### src/rtl/nand_cprog_pkg.sv
package nand_cprog_pkg;

  typedef enum logic [3:0] {
    S_IDLE,
    S_OPEN,
    S_ADDR,
    S_DATA,
    S_CLOSE,
    S_SCMD,
    S_SADDR,
    S_SREAD,
    S_EMIT_C,
    S_EMIT_F
  } ncp_state_e;

  localparam logic [7:0] OP_LOAD     = 8'h80;
  localparam logic [7:0] OP_CACHE    = 8'h15;
  localparam logic [7:0] OP_FINAL    = 8'h10;
  localparam logic [7:0] OP_STAT     = 8'h70;
  localparam logic [7:0] OP_STAT_DIE = 8'h78;

  localparam int BIT_RDY   = 6;
  localparam int BIT_ARDY  = 5;
  localparam int BIT_FAILC = 1;
  localparam int BIT_FAIL  = 0;

endpackage

### src/rtl/ncp_addr_sel.sv
module ncp_addr_sel #(
  parameter int COL_BYTES = 2,
  parameter int ROW_BYTES = 3,
  parameter int IW        = 3
) (
  input  logic [IW-1:0]          idx,
  input  logic                   skip_col,
  input  logic [8*ROW_BYTES-1:0] row,
  output logic [7:0]             byte_o
);
  always_comb begin
    byte_o = 8'h00;
    for (int r = 0; r < ROW_BYTES; r++) begin
      if (int'(idx) == (skip_col ? r : COL_BYTES + r)) byte_o = row[8*r +: 8];
    end
  end
endmodule

### src/rtl/ncp_poll_guard.sv
module ncp_poll_guard #(
  parameter int MAX_POLLS = 64
) (
  input  logic clk,
  input  logic rst_n,
  input  logic clear,
  input  logic miss,
  output logic expired
);
  localparam int CW = $clog2(MAX_POLLS + 1);
  logic [CW-1:0] cnt;

  assign expired = miss && (cnt == CW'(MAX_POLLS - 1));

  always_ff @(posedge clk) begin
    if (!rst_n)              cnt <= '0;
    else if (clear || expired) cnt <= '0;
    else if (miss)           cnt <= cnt + 1'b1;
  end

  assert_poll_bound_R9: assert property (@(posedge clk) disable iff (!rst_n)
    cnt < CW'(MAX_POLLS));
  assert_expire_clears_R9: assert property (@(posedge clk) disable iff (!rst_n)
    expired |=> cnt == '0);
endmodule

### src/rtl/ncp_status_eval.sv
module ncp_status_eval
  import nand_cprog_pkg::*;
(
  input  logic [7:0] status,
  input  logic       final_wait,
  output logic       met,
  output logic       pass_cache,
  output logic       pass_final
);
  assign met        = final_wait ? status[BIT_ARDY] : status[BIT_RDY];
  assign pass_cache = !status[BIT_FAILC];
  assign pass_final = !status[BIT_FAIL];
endmodule

### src/rtl/nand_cache_prog.sv
module nand_cache_prog
  import nand_cprog_pkg::*;
#(
  parameter int PAGE_BYTES = 512,
  parameter int COL_BYTES  = 2,
  parameter int ROW_BYTES  = 3,
  parameter int CNT_W      = 8,
  parameter int DIE_W      = 2,
  parameter int MAX_POLLS  = 64
) (
  input  logic                   clk,
  input  logic                   rst_n,
  input  logic                   start,
  input  logic [8*ROW_BYTES-1:0] start_row,
  input  logic [CNT_W-1:0]       page_count,
  input  logic [DIE_W-1:0]       dies_per_target,
  input  logic                   in_valid,
  input  logic [7:0]             in_data,
  output logic                   in_ready,
  output logic                   res_valid,
  input  logic                   res_ready,
  output logic [CNT_W-1:0]       res_page,
  output logic                   res_pass,
  output logic                   busy,
  output logic                   done,
  output logic                   err_timeout,
  output logic                   nand_cle,
  output logic                   nand_ale,
  output logic                   nand_we,
  output logic                   nand_re,
  output logic [7:0]             nand_dq_o,
  input  logic [7:0]             nand_dq_i
);
  localparam int ROW_W    = 8 * ROW_BYTES;
  localparam int ADDR_CYC = COL_BYTES + ROW_BYTES;
  localparam int AW       = $clog2(ADDR_CYC + 1);
  localparam int BW       = $clog2(PAGE_BYTES + 1);

  ncp_state_e       st;
  logic [CNT_W-1:0] page, npages;
  logic [ROW_W-1:0] row_base, row_cur;
  logic             multi_q;
  logic [AW-1:0]    acnt;
  logic [BW-1:0]    bcnt;
  logic             pass_c_q, pass_f_q;
  logic             last_pg, accept, abyte_last;
  logic [7:0]       abyte;
  logic             met, pc_now, pf_now, poll_miss, expired;

  assign row_cur    = row_base + ROW_W'(page);
  assign last_pg    = (page == npages - 1'b1);
  assign accept     = (st == S_IDLE) && start && (page_count != '0);
  assign abyte_last = (st == S_ADDR) ? (acnt == AW'(ADDR_CYC - 1))
                                     : (acnt == AW'(ROW_BYTES - 1));
  assign poll_miss  = (st == S_SREAD) && !met;

  ncp_addr_sel #(.COL_BYTES(COL_BYTES), .ROW_BYTES(ROW_BYTES), .IW(AW)) u_addr (
    .idx(acnt), .skip_col(st == S_SADDR), .row(row_cur), .byte_o(abyte));

  ncp_status_eval u_eval (
    .status(nand_dq_i), .final_wait(last_pg), .met(met),
    .pass_cache(pc_now), .pass_final(pf_now));

  ncp_poll_guard #(.MAX_POLLS(MAX_POLLS)) u_guard (
    .clk(clk), .rst_n(rst_n), .clear(st == S_CLOSE), .miss(poll_miss),
    .expired(expired));

  // Sequencer
  always_ff @(posedge clk) begin
    if (!rst_n) begin
      st <= S_IDLE; page <= '0; npages <= '0; row_base <= '0; multi_q <= 1'b0;
      acnt <= '0; bcnt <= '0; pass_c_q <= 1'b0; pass_f_q <= 1'b0;
      done <= 1'b0; err_timeout <= 1'b0;
    end else begin
      done <= 1'b0;
      case (st)
        S_IDLE: if (accept) begin
          page <= '0; npages <= page_count; row_base <= start_row;
          multi_q <= (dies_per_target > DIE_W'(1)); err_timeout <= 1'b0;
          st <= S_OPEN;
        end
        S_OPEN: begin acnt <= '0; st <= S_ADDR; end
        S_ADDR: begin
          acnt <= acnt + 1'b1;
          if (abyte_last) begin bcnt <= '0; st <= S_DATA; end
        end
        S_DATA: if (in_valid) begin
          bcnt <= bcnt + 1'b1;
          if (bcnt == BW'(PAGE_BYTES - 1)) st <= S_CLOSE;
        end
        S_CLOSE: st <= S_SCMD;
        S_SCMD: begin
          acnt <= '0;
          st   <= multi_q ? S_SADDR : S_SREAD;
        end
        S_SADDR: begin
          acnt <= acnt + 1'b1;
          if (abyte_last) st <= S_SREAD;
        end
        S_SREAD: begin
          if (met) begin
            pass_c_q <= pc_now; pass_f_q <= pf_now;
            if (page != '0)   st <= S_EMIT_C;
            else if (last_pg) st <= S_EMIT_F;
            else begin page <= page + 1'b1; st <= S_OPEN; end
          end else if (expired) begin
            err_timeout <= 1'b1; st <= S_IDLE;
          end else begin
            st <= S_SCMD;
          end
        end
        S_EMIT_C: if (res_ready) begin
          if (last_pg) st <= S_EMIT_F;
          else begin page <= page + 1'b1; st <= S_OPEN; end
        end
        S_EMIT_F: if (res_ready) begin done <= 1'b1; st <= S_IDLE; end
        default: st <= S_IDLE;
      endcase
    end
  end

  // Bus and stream outputs
  always_comb begin
    nand_cle = 1'b0; nand_ale = 1'b0; nand_we = 1'b0; nand_re = 1'b0;
    nand_dq_o = 8'h00; in_ready = 1'b0;
    case (st)
      S_OPEN:  begin nand_we = 1'b1; nand_cle = 1'b1; nand_dq_o = OP_LOAD; end
      S_ADDR:  begin nand_we = 1'b1; nand_ale = 1'b1; nand_dq_o = abyte; end
      S_DATA:  begin in_ready = 1'b1; nand_we = in_valid; nand_dq_o = in_data; end
      S_CLOSE: begin nand_we = 1'b1; nand_cle = 1'b1;
                     nand_dq_o = last_pg ? OP_FINAL : OP_CACHE; end
      S_SCMD:  begin nand_we = 1'b1; nand_cle = 1'b1;
                     nand_dq_o = multi_q ? OP_STAT_DIE : OP_STAT; end
      S_SADDR: begin nand_we = 1'b1; nand_ale = 1'b1; nand_dq_o = abyte; end
      S_SREAD: nand_re = 1'b1;
      default: ;
    endcase
  end

  assign busy      = (st != S_IDLE);
  assign res_valid = (st == S_EMIT_C) || (st == S_EMIT_F);
  assign res_page  = (st == S_EMIT_C) ? page - 1'b1 : page;
  assign res_pass  = (st == S_EMIT_C) ? pass_c_q : pass_f_q;

  // Result order tracker for checking
  logic [CNT_W-1:0] exp_pg;
  always_ff @(posedge clk) begin
    if (!rst_n || accept)            exp_pg <= '0;
    else if (res_valid && res_ready) exp_pg <= exp_pg + 1'b1;
  end

  assert_res_hold_R8: assert property (@(posedge clk) disable iff (!rst_n)
    res_valid && !res_ready |=> res_valid && $stable(res_page) && $stable(res_pass));
  assert_res_order_R8: assert property (@(posedge clk) disable iff (!rst_n)
    res_valid |-> res_page == exp_pg);
  assert_no_70_multi_R4: assert property (@(posedge clk) disable iff (!rst_n)
    nand_we && nand_cle && multi_q |-> nand_dq_o != OP_STAT);
  assert_timeout_stop_R9: assert property (@(posedge clk) disable iff (!rst_n)
    $rose(err_timeout) |-> !busy && !nand_we && !nand_re);
  assert_done_pulse_R11: assert property (@(posedge clk) disable iff (!rst_n)
    done |=> !done);
endmodule

### config.mk
export PLATFORM = sky130hd
export DESIGN_NAME = nand_cache_prog
export DESIGN_NICKNAME = d
export VERILOG_FILES = /design/src/rtl/nand_cprog_pkg.sv /design/src/rtl/ncp_addr_sel.sv /design/src/rtl/ncp_poll_guard.sv /design/src/rtl/ncp_status_eval.sv /design/src/rtl/nand_cache_prog.sv
export SDC_FILE = /design/constraint.sdc
export NUM_CORES = 1
export LEC_CHECK = 0
export CAP_MARGIN = 20
export CELL_PAD_IN_SITES_DETAIL_PLACEMENT = 1
export CELL_PAD_IN_SITES_GLOBAL_PLACEMENT = 1
export CORE_MARGIN = 2
export CORE_UTILIZATION = 41
export DETAILED_ROUTE_END_ITERATION = 8
export PLACE_DENSITY = 0.94
export SETUP_SLACK_MARGIN = 0.2
export SYNTH_ARGS = -nofsm -noshare
export SYNTH_HDL_FRONTEND = slang
export SYNTH_SLANG_ARGS = --single-unit
### constraint.sdc
create_clock -name clk -period 4.34 [get_ports clk]
set_input_delay 0.651 -clock clk [delete_from_list [all_inputs] [get_ports clk]]
set_output_delay 0.651 -clock clk [all_outputs]
set_load 0.02 [all_outputs]
=== Word level (Yosys, flattened, before mapping) ===
Cells that the tools add are included.
W data, S select, Z words.

* Output and inout port bits: 26
* Register bits after elaboration: 69
* Input bits: 55
* Logic and storage cells: 124

* $add $sub $neg: 7
* Order comparisons: 1
* Equality and inequality tests: 28
* Muxes and demuxes: 46
* Reductions and logical operators: 29
* Bitwise logic cells: 1

{| class="wikitable"
|+ Operator list
! kind !! count
|-
| $eq A4 B32 Y1 || 3
|-
| $mux W8 || 9
|-
| $mux W4 || 11
|-
| $pmux W4 S10 || 1
|-
| $pmux W8 S5 || 1
|-
| $add A24 B8 Y24 || 1
|-
| $pmux W8 S3 || 1
|-
| $mux W10 || 2
|-
| $ne A2 B2 Y1 const B || 10
|-
| $pmux W10 S2 || 1
|-
| $eq A4 B3 Y1 const B || 4
|-
| $reduce_bool A8 Y1 || 2
|-
| $sub A8 B1 Y8 const B || 2
|-
| $mux W1 || 12
|-
| $add A10 B1 Y10 const B || 1
|-
| $eq A10 B9 Y1 const B || 1
|-
| $mux W3 || 3
|-
| $add A8 B1 Y8 const B || 1
|-
| $eq A4 B2 Y1 const B || 2
|-
| $eq A4 B4 Y1 const B || 2
|-
| $eq A8 B8 Y1 || 1
|-
| $add A7 B1 Y7 const B || 1
|-
| $eq A7 B6 Y1 const B || 1
|-
| $reduce_and A7 Y1 || 1
|-
| 24 further kinds || 38
|}

=== Logic depth before layout (Yosys ltp) ===
* Word-level depth: 9
* Mapped depth: 11
* Mapped depth without buffers: 9

=== By module ===
From an unflattened synthesis, not the netlist that was laid out.

* Cells, all modules: 591
* Area, all modules: 4,548.1 µm²

{| class="wikitable"
|+ Modules (own cells, without submodules)
! module !! sequential area each (µm²) !! area each (µm²) !! instances !! cells each
|-
| nand_cache_prog || 1,241.2 || 4,000.1 || 1 || 534
|-
| ncp_poll_guard || 140.1 || 319.1 || 1 || 31
|-
| ncp_addr_sel || 0.0 || 206.4 || 1 || 23
|-
| ncp_status_eval || 0.0 || 22.5 || 1 || 3
|}

=== Worst setup path after synthesis ===
OpenSTA, ideal clock, no wires.

* Path kind: register to output
* From: register page[0]
* To: output port nand_dq_o[2]
* Data arrival time: 2.781 ns
* Cell stages (with the launch flop): 11
* Data required time: 3.689 ns
* Buffers on the path: 1
* Path slack: 0.908 ns
* Path through: dfxtp_1 > ha_1 > fa_1 > a21o_1 > a221o_1 > o21ba_2 > clkbuf_1 > a311oi_1 > a41o_1 > a221oi_1 > o21ai_0

* Cells in the longest elaborated chain, start to end: 5
* Elaborated cells on any way between the ends: 7
* Classes of those cells: 1 x add/sub; 1 x eq/ne; 5 x mux

{| class="wikitable"
|+ Ends and longest elaborated chain
! element !! line !! source
|-
| from (decl) || nand_cache_prog.sv:40 || <nowiki>logic [CNT_W-1:0] page, npages;</nowiki>
|-
| from (signal assigned) || nand_cache_prog.sv:71 || <nowiki>st <= S_IDLE; page <= '0; npages <= '0; row_base <= '0; multi_q <= 1'b0;</nowiki>
|-
| from (signal assigned) || nand_cache_prog.sv:78 || <nowiki>page <= '0; npages <= page_count; row_base <= start_row;</nowiki>
|-
| from (signal assigned) || nand_cache_prog.sv:105 || <nowiki>else begin page <= page + 1'b1; st <= S_OPEN; end</nowiki>
|-
| $add A24 B8 Y24 || nand_cache_prog.sv:50 || <nowiki>assign row_cur = row_base + ROW_W'(page);</nowiki>
|-
| $mux W8 (3 in series) || ncp_addr_sel.sv:14 || <nowiki>if (int'(idx) == (skip_col ? r : COL_BYTES + r)) byte_o = row[8*r +: 8];</nowiki>
|-
| $pmux W8 S5 (*) || nand_cache_prog.sv:126 || <nowiki>case (st)</nowiki>
|-
| to (decl) || nand_cache_prog.sv:31 || <nowiki>output logic [7:0] nand_dq_o,</nowiki>
|}

Every way passes the cells marked *; elsewhere a longest branch is shown, timed or not.

=== Worst setup path after layout ===
* From: register page[3]
* To: output port nand_dq_o[3]

* Cells in the longest elaborated chain, start to end: 5

{| class="wikitable"
|+ Ends and longest elaborated chain
! element !! line
|-
| $add A24 B8 Y24 (*) || nand_cache_prog.sv:50
|-
| $mux W8 (2 in series) || ncp_addr_sel.sv:14
|-
| $mux W8 (*) || ncp_addr_sel.sv:14
|-
| $pmux W8 S5 (*) || nand_cache_prog.sv:126
|}

Marks and branches as above.

==> flow_summary.toml <==
[status]
status = "completed"

[sta]
relSlewSlack = 0.4249
maxSlewViolCount = 0
tns_ns = 0
worstMarginPinSlew_ns = 0.8626
setup_violations = 0
rsz0062_at_grt = "yes"
min_period_ns = 4.044
fin_ws_ns = 0.2964
hold_viol = 0
skew_ns = 0.01680
max_freq_ghz = 0.2473
fin_crit_sh = 0.9317

[worst_setup_path]
cp_data_arrival_time_ns = 3.39
crit_fanout = 6
cp_slowest_cell = "clkdlybuf4s50_1"
crit_family = "simple AND/OR/NAND/NOR gates"
startpoint = "page[3]"
worstPathBufferInverterCount = 1
critPathKind = "flip-flop to output pin"
r2r_start = "st[3]"
crit_path_start_kind = "flip-flop"
cp_cell_sequence = "ha_1 -> o21ai_0 -> o21ai_1 -> a21oi_2 -> or2_2 -> or4_1 -> nand3_1 -> a31o_2 -> clkdlybuf4s50_1"
cp-end-kind = "output pin"
critPathRequiredTime_ns = 3.69
slowest_delay_ns = 0.60

[global_route]
track_usage = 0.2701
antenna_found_initial = 0
grt_max_degree = 47
grt_first_pass_wirelength_um = 24940
grt_pass1_vias = 5112
grt_overflow = 0

[pwr]
p_leak_nw = 2.168
peakVddDrop_mv = 0.2894
pwr_density_cell_nw_per_um2 = 396.9

[place]
detailedPlace.worstSlack_ns = 0.5149
dp_hpwl_um = 11010
port_buffers = 75
postPlaceCellArea_um2 = 5380
gp_congestion = 0.8743

[routing]
dr.pass1.iters = 5
ant_nets = 0
drt-total-wl_um = 15130
wl_per_cell_um = 18.49
drc_errors = 0
drtIter0Drc = 273
via_per_inst = 5.808
num_vias = 4751

[worst_hold_path]
hp-class = "flip-flop to flip-flop"
min_from = "pass_f_q"

[layout]
fill_cells = 1349
diodes = 0
final_common_cell = "nand2_1"
synthToLayoutAreaGrowth_pct = 25.95
fin_util = 0.5227
num-nets-final = 743
mostFrequentLayoutCells = "nand2_1, clkdlybuf4s50_1, dfxtp_1"
final_area_um2 = 5617
drive_above_1_share = 0.07670

[floorplan]
die_w_um = 108.3
core-area_um2 = 10750
placementRows = 38
die_h_um = 108.3
initial_core_util = 0.4150
design.portCount = 81
dieArea_um2 = 11730

[clock_network]
htreeDepth = 3
holdBufCountCts = 0
clkTransAtPathRegs_ns = 0.09
cts_buffer_depth = 2
cts_tree = "done"
cts_buffers = 9
clkSinkCount = 69
post_cts_buffers = 0
clk_latency_ns = 0.37
clock_tree.root_cell = "clkbuf_8"

[synthesis]
synth_top_cells_by_area = "dfxtp_1, nand2_1, a21oi_1"
avgSynthCellArea_um2 = 7.371
netlist.area_leader.share = 0.3098
synthDistinctLibCells = 69
synth.largest_area_cell = "dfxtp_1"
syn-num-nets = 675
yosysSeqAreaShare = 0.3098
synth_seq_cells = 69
async_reset_ff_frac = 0
syn_area_um2 = 4459
synth_edf_count = 0
synth_cells = 605
yosys_warnings = 0
synth_flop_cell = "dfxtp_1"

[job]
cap_viol_max_count = 0
[synth_stat cells (all sizes together), types with 13 or more instances]
| cell | instances |
|---|---|
| xor2 | 16 |
| inv | 16 |
| ha | 14 |
| nand2 | 114 |
| clkbuf | 31 |
| nor2 | 43 |
| xnor2 | 27 |
| dfxtp | 69 |
| or3 | 13 |
| a21oi | 69 |
| nand3 | 21 |
| o21ai | 28 |
[path summary, 6_finish.rpt]
kind,endpoint,slack (ns),cells after the start
worst min register to register,pass_f_q,0.47,2
worst max register to register,page[4],1.02,10
worst max-delay path,nand_dq_o[3],0.30,9
worst min-delay path,pass_f_q,0.47,2
[where the power goes]
part / switching (mW) / total [mW] / internal, mW
Clock: 0.276 / 0.619 / 0.343
Sequential: 0.0800 / 0.782 / 0.702
Combinational: 0.498 / 0.828 / 0.329
Total: 0.855 / 2.23 / 1.37
[layer usage]
| layer | vias to the layer above | share of wire | global-route usage |
|---|---|---|---|
| li1 | 2270 | - | - |
| met1 | 2310 | 0.41 | 0.3182 |
| met2 | 139 | 0.51 | 0.4802 |
| met3 | 32 | 0.049 | 0.04581 |
| met4 | 0 | 0.031 | 0.1181 |
| met5 | - | 0 | 0 |
[state kept, by name (all words and copies together), names as in the netlist, 3 cells and up]
signal / flops
row_base: 24
bcnt: 10
acnt: 3
npages: 8
st: 4
page: 8
u_guard.cnt: 7
[repair_timing]
action,4_1_cts,5_1_grt
setup endpoints to repair,5,5
pin swaps,0,1
gates resized for setup,3,3
[metrics by stage]
step / instances / total power [mW] / hold WS (ns)
after global routing: 818 / 2.362 / 0.4991
after floorplan: 605 / 1.304 / 0.4366
after global placement: 802 / 1.564 / 0.4499
final: 818 / 2.229 / 0.4691
after detailed placement: 802 / 1.610 / 0.4566
after CTS: 818 / 2.235 / 0.4697
[kinds of logic after synthesis]
kind of cell / share of synthesized area
compound gates: 0.2113
mux: 0.01403
xor+xnor: 0.08446
buf+inv: 0.04152
simple gates: 0.2952
flops: 0.3098
fa+ha+maj: 0.04377
[worst register-to-register path: cells and delay by family, from the launching register on]
kind | cells | cell delay, ns
buffers and inverters | 3 | 0.83
AOI/OAI and AO/OA | 3 | 0.73
DFF | 1 | 0.44
and+or+nand+nor | 4 | 1.26
[final cells by class]
cell class / count / area [um2] / area share
multi-input combinational: 487 / 2904 / 0.5170
sequential: 69 / 1381 / 0.2459
timing repair buffer: 90 / 865.8 / 0.1542
tap: 140 / 175.2 / 0.03119
clock buffer: 10 / 137.6 / 0.02450
clock inverter: 6 / 92.59 / 0.01648
inverter: 16 / 60.06 / 0.01069
No activity file was read; power rests on OpenSTA's default activity.
